--- src/rtl/pulse_burst_gen.sv ---
module pulse_burst_gen #(
  parameter int TW = 16,
  parameter int NW = 16
) (
  input  logic          clk,
  input  logic          rst_n,
  input  logic [TW-1:0] period_lim,
  input  logic [TW-1:0] cmp_lim,
  input  logic [NW-1:0] pulse_cnt,
  input  logic          start,
  input  logic          stop,
  output logic          busy,
  output logic          done,
  output logic          pulse_out
);
  logic [TW-1:0] per_q, cmp_q, cnt_q;
  logic [NW-1:0] len_q, seen_q;
  logic          busy_q, done_q, out_q;

  logic          go, wrap, last, busy_n, out_n;
  logic [TW-1:0] cnt_n, per_n, cmp_n;
  logic [NW-1:0] seen_n;

  assign go     = start && !busy_q;
  assign wrap   = busy_q && (cnt_q == per_q);
  assign last   = wrap && (len_q != '0) && (seen_q == len_q - 1'b1);
  assign per_n  = go ? period_lim : per_q;
  assign cmp_n  = go ? cmp_lim : cmp_q;
  assign busy_n = go ? 1'b1 : (busy_q && !stop && !last);

  always_comb begin
    if (go)          cnt_n = '0;
    else if (!busy_q) cnt_n = cnt_q;
    else if (wrap)   cnt_n = '0;
    else             cnt_n = cnt_q + 1'b1;
  end

  assign seen_n = go ? '0 : (wrap ? seen_q + 1'b1 : seen_q);
  assign out_n  = busy_n && ((cnt_n > cmp_n) ||
                             ((cmp_n == per_n) && (cnt_n == per_n)));

  always_ff @(posedge clk or negedge rst_n) begin
    if (!rst_n) begin
      per_q  <= '0;
      cmp_q  <= '0;
      len_q  <= '0;
      cnt_q  <= '0;
      seen_q <= '0;
      busy_q <= 1'b0;
      done_q <= 1'b0;
      out_q  <= 1'b0;
    end else begin
      if (go) begin
        per_q <= period_lim;
        cmp_q <= cmp_lim;
        len_q <= pulse_cnt;
      end
      cnt_q  <= cnt_n;
      seen_q <= seen_n;
      busy_q <= busy_n;
      done_q <= last && !stop;
      out_q  <= out_n;
    end
  end

  assign busy      = busy_q;
  assign done      = done_q;
  assign pulse_out = out_q;

  AST_CNT_IN_RANGE: assert property (@(posedge clk) disable iff (!rst_n)
    busy_q |-> cnt_q <= per_q) else $error("count above limit");
  AST_CNT_STEP: assert property (@(posedge clk) disable iff (!rst_n)
    (busy_q && $past(busy_q) && cnt_q != '0) |-> cnt_q == $past(cnt_q) + 1'b1)
    else $error("count skipped");
  AST_DONE_SINGLE: assert property (@(posedge clk) disable iff (!rst_n)
    done_q |=> !done_q) else $error("done too long");
  AST_DONE_AT_END: assert property (@(posedge clk) disable iff (!rst_n)
    done_q |-> (!busy_q && $past(busy_q))) else $error("done misplaced");
  AST_CMP_OVER: assert property (@(posedge clk) disable iff (!rst_n)
    (busy_q && cmp_q > per_q) |-> !out_q) else $error("pulse with cmp over limit");
  AST_CFG_HELD: assert property (@(posedge clk) disable iff (!rst_n)
    (busy_q && $past(busy_q)) |-> ($stable(per_q) && $stable(cmp_q) && $stable(len_q)))
    else $error("config changed mid-burst");
  AST_IDLE_LOW: assert property (@(posedge clk) disable iff (!rst_n)
    !busy_q |-> !out_q) else $error("output high while idle");
endmodule

--- config.mk ---
export PLATFORM = sky130hd
export DESIGN_NAME = pulse_burst_gen
export DESIGN_NICKNAME = d
export VERILOG_FILES = /design/src/rtl/pulse_burst_gen.sv
export SDC_FILE = /design/constraint.sdc
export NUM_CORES = 1
export LEC_CHECK = 0
export BUFFER_PORTS_ARGS = -buffer_cell sky130_fd_sc_hd__buf_2
export CELL_PAD_IN_SITES_DETAIL_PLACEMENT = 0
export CELL_PAD_IN_SITES_GLOBAL_PLACEMENT = 2
export CORE_AREA = 2 2 111 134
export DETAILED_ROUTE_END_ITERATION = 10
export DIE_AREA = 0 0 113 136
export GPL_ROUTABILITY_DRIVEN = 0
export PLACE_DENSITY = 0.83
export SYNTH_ARGS = -nofsm -noshare
export SYNTH_HDL_FRONTEND = slang
export SYNTH_SLANG_ARGS = --single-unit
--- constraint.sdc ---
create_clock -name clk -period 9 [get_ports clk]
set_input_delay 1.8 -clock clk [delete_from_list [all_inputs] [get_ports clk]]
set_output_delay 1.8 -clock clk [all_outputs]
set_load 0.01 [all_outputs]
Yosys cells after proc, flatten, opt, wreduce, memory -nomap -nowiden
Index checks and enable logic that the tools add are counted.
{ "word_totals": {"register_bits": 83, "input_bits": 52, "output_inout_bits": 3, "wordCells": 39} }
{ "classes": {"n_addsub": 3, "magnitude_cmp": 1, "eq_ne": 4, "n_mux": 8, "n_reduce_logical": 15} }
{ "op_table": {"columns": ["operator", "n"], "rows": [
  ["16-bit two-way mux", 7],
  ["16-bit equality test", 4],
  ["16-bit by 1-bit adder with 16-bit output, second input constant", 2],
  ["16-bit > comparator", 1],
  ["16-bit nonzero test", 1],
  ["16-bit by 1-bit subtractor with 16-bit output, second input constant", 1],
  ["1-bit logical AND", 9],
  ["1-bit zero test", 3],
  ["2-bit nonzero test", 1],
  ["1-bit logical OR", 1],
  ["1-bit two-way mux", 1]
]} }

Longest topological paths before layout
{ "depth": {"ltp_word": 9, "mapped_depth": 17, "ltp_nobuf": 15} }

Worst setup path after synthesis
Ideal clock, no wire load.
{ "synth_timing": {"path_type": "in2reg", "startpoint": "input start", "endpoint": "register out_q (netlist: pulse_out)", "setup_time_ns": 0.122, "arrival_time_ns": 4.860, "required_ns": 8.878, "path_slack_ns": 4.019, "cell_stages": 15, "n_path_buf": 4, "cell_sequence": "nor2b_1 -> clkbuf_1 -> clkbuf_1 -> buf_1 -> clkbuf_1 -> mux2i_1 -> ha_1 -> nor2b_1 -> o21a_1 -> o21a_1 -> o211ai_1 -> a21oi_1 -> o21ai_0 -> a21oi_1 -> a32o_1"} }
{ "synth_between": {"elab_chain_len": 6, "elab_cells_between_ends": 11, "cone_classes": "order compare: 1; eq/ne: 2; mux: 4; reduce/logical: 4"} }
{ "synth_rtl": {"columns": ["item", "line_no", "rtl"], "rows": [
  ["start: declaration", "10", "input logic start,"],
  ["1-bit logical AND *", "24", "assign go = start && !busy_q;"],
  ["branches (longest 4 deep; another with 16-bit > comparator)", null, null],
  ["1-bit logical AND *", "39", "assign out_n = busy_n && ((cnt_n > cmp_n) ||"],
  ["net out_n", "20", "logic go, wrap, last, busy_n, out_n;"],
  ["end signal: assignment", "62", "out_q <= out_n;"],
  ["end: declaration", "18", "logic busy_q, done_q, out_q;"]
]} }
Mark *: on every way through the listed nets, which the timed path passes.
A chain may end at the register's enable or synchronous reset.

Final worst setup path
Same ends and word-level chain as after synthesis.

==> reports/metrics.yaml <==
outcome:
  outcome: "complete, but fails checks"
  violations: "DRC"
sta:
  final_max_slew_viol_count: 0
  finalWorstPathRequiredPeriod_ns: 4.42
  setup_viol: 0
  slew-limit-headroom: 0.427
  setup_tns_ns: 0
  fin_skew_ns: 0.00592
  fin_crit_sh: 0.491
  clock.fmax_ghz: 0.226
  setup_slack_ns: 4.58
  grt_setup_unrepaired: "no"
  tightest_slew_ns: 0.859
  final_hold_viol_count: 0
floorplanning:
  die_h_um: 136
  core_area_um2: 14200
  ioPinCount: 55
  die_w_um: 113
  fp.dieArea_um2: 15400
  row_count: 48
  initial_utilization: 0.388
logic_synthesis:
  ys_seq_area_frac: 0.378
  synth_cells: 629
  synth-seq-cells: 83
  synth_edf_count: 0
  synth_cell_types: 67
  syn_area_per_cell_um2: 8.74
  syn-num-nets: 700
  async_flop_share: 1.00
  netlist_area_um2: 5500
  ys_dominant_reg_cell: "dfrtp_1"
  synth-warning-count: 0
route:
  wl_per_cell_um: 18.8
  drt_wl_total_um: 16000
  drc: 2
  ant_nets: 0
  dr.pass1.iters: 7
  drt_iter0_drc: 318
  vias_per_cell: 5.47
  via_count: 4659
grt:
  grt_max_degree: 72
  use_met3: 0.0259
  first_global_vias: 4722
  met2_usage: 0.381
  top_usage_layer: "met2"
  gr-usage-met1: 0.263
  grt_antenna_before_repair: 0
  grt_pass1_wl_um: 25400
  grt.total_usage: 0.217
  globalRouteOverflowTotal: 0
final_layout:
  final_common_cell: "nand2_1"
  stdcell_area_um2: 6250
  drive_gt1_frac: 0.133
  antenna_cells: 0
  layoutNonFillerInstCount: 852
  final_nets: 743
  syn2layout_area_growth_pct: 13.7
  mostFrequentLayoutCells: "nand2_1 (105), dfrtp_1 (83), buf_2 (53), xnor2_1 (45), nor2_1 (39)"
power_and_ir_drop:
  power_density_nw_per_um2: 209
  power.total_mw: 1.31
  leakage_nw: 2.83
  ir_worst_vdd_mv: 0.109
placement:
  preCtsSetupSlack_ns: 4.27
  numPortBuffers: 54
  dp.cells: 836
  hpwl_um: 12100
  placed_area_um2: 5920
critical_path:
  start_kind: "input pin"
  cp.required_ns: 9.24
  crit_buf_inv: 2
  crit_slowest_cell: "buf_4"
  cp_cell_sequence: "buf_2, nor2b_4, buf_4, mux2i_1, ha_1, nor2b_1, o21a_1, o21a_1, o211ai_1, a21oi_1, o21ai_0, a21oi_1, a32o_1"
  cp_max_fo: 71
  path_delay_family: "compound AO/OA/AOI/OAI gates"
  end_kind: "register"
  arrival_ns: 4.66
  slowest_delay_ns: 0.69
  crit_type: "in -> reg"
clock_tree:
  clkTransAtPathRegs_ns: 0.06
  cts_buffers: 9
  cts_tree: "yes"
  cts-root-buf: "clkbuf_16"
  cts_setup_buffers: 0
  clock_latency_ns: 0.35
  cts_hold_buf: 0
  cts-htree-levels: 3
  cts_buffer_depth: 2
  post_cts_resized: 0
  clock-sinks: 83
min_path:
  hp-class: "reg -> reg"
flow_run:
  timing.max_cap.violations: 0
==> per-layer routing <==
layer	wire length (um)	up-vias	part of all wire
met5	0	-	0
met4	587	0	0.037
met3	475	31	0.030
met2	8050	99	0.50
met1	6930	2236	0.43
li1	-	2293	-
==> synthesized netlist by cell type, drive strengths merged (12+ instances only) <==
master | number | area, um^2
nand2 | 105 | 394
nand3 | 24 | 120
clkbuf | 19 | 71.3
nor2 | 39 | 146
nand4 | 18 | 113
nor4 | 15 | 109
xnor2 | 45 | 394
inv | 35 | 131
dfrtp | 83 | 2080
ha | 19 | 238
xor2 | 38 | 333
a21oi | 19 | 98.9
nor3 | 12 | 60.1
mux2i | 20 | 200
o21ai | 30 | 150
==> path summary, 6_finish.rpt <==
| path | startpoint | end | slack [ns] | depth (start not counted) |
|---|---|---|---|---|
| setup / recovery | start | pulse_out | 4.58 | 13 |
| hold / removal | seen_q[15] | seen_q[15] | 0.52 | 1 |
| setup reg to reg | per_q[8] | pulse_out | 4.96 | 14 |
| hold reg to reg | seen_q[15] | seen_q[15] | 0.52 | 1 |
| max in group asynchronous | rst_n | cmp_q[12] | 6.55 | 2 |
| min in group asynchronous | rst_n | len_q[3] | 1.34 | 1 |
==> area by class of cell <==
type                            instances  area (um^2)
Inverter                               35          131
Clock inverter                          4         72.6
Sequential cell                        83         2080
Fill cell                            1414         7930
Timing Repair Buffer                   60          318
Tap cell                              175          219
Clock buffer                           12          256
Multi-Input combinational cell        483         3170
==> cells by family after synthesis <==
logic type / Yosys count / share of synthesized area
adders and majority gates: 19 / 0.0433
muxes: 22 / 0.0405
DFF: 83 / 0.378
xor gates and xnor gates: 83 / 0.132
buffers and inverters: 63 / 0.0460
AOI/OAI and AO/OA: 105 / 0.133
and+or+nand+nor: 254 / 0.227
==> metrics by stage <==
step            util  hold slack, ns
6_report       0.441           0.519
5_1_grt        0.441           0.551
4_1_cts        0.441           0.517
3_5_place_dp   0.418           0.507
3_3_place_gp   0.418           0.493
2_1_floorplan      -           0.471
==> registers in the layout, summed over array words and instances, names as in the netlist <==
signal and count:
cmp_q 16, cnt_q 16, len_q 16, per_q 16, seen_q 16, busy 1
done 1, pulse_out 1
==> worst register-to-register path, delay by kind of cell, from the launching register on <==
kind | cells | cell delay (ns)
compound gates | 8 | 1.56
simple gates | 4 | 1.40
flops | 1 | 0.47
fa+ha+maj | 1 | 0.29
xor+xnor | 1 | 0.20
==> where the power goes <==
group / internal (mW) / switching, mW
Combinational: 0.161 / 0.218
Clock: 0.258 / 0.158
Sequential: 0.427 / 0.0827
Note: power is estimated with default switching activity, not from simulation.
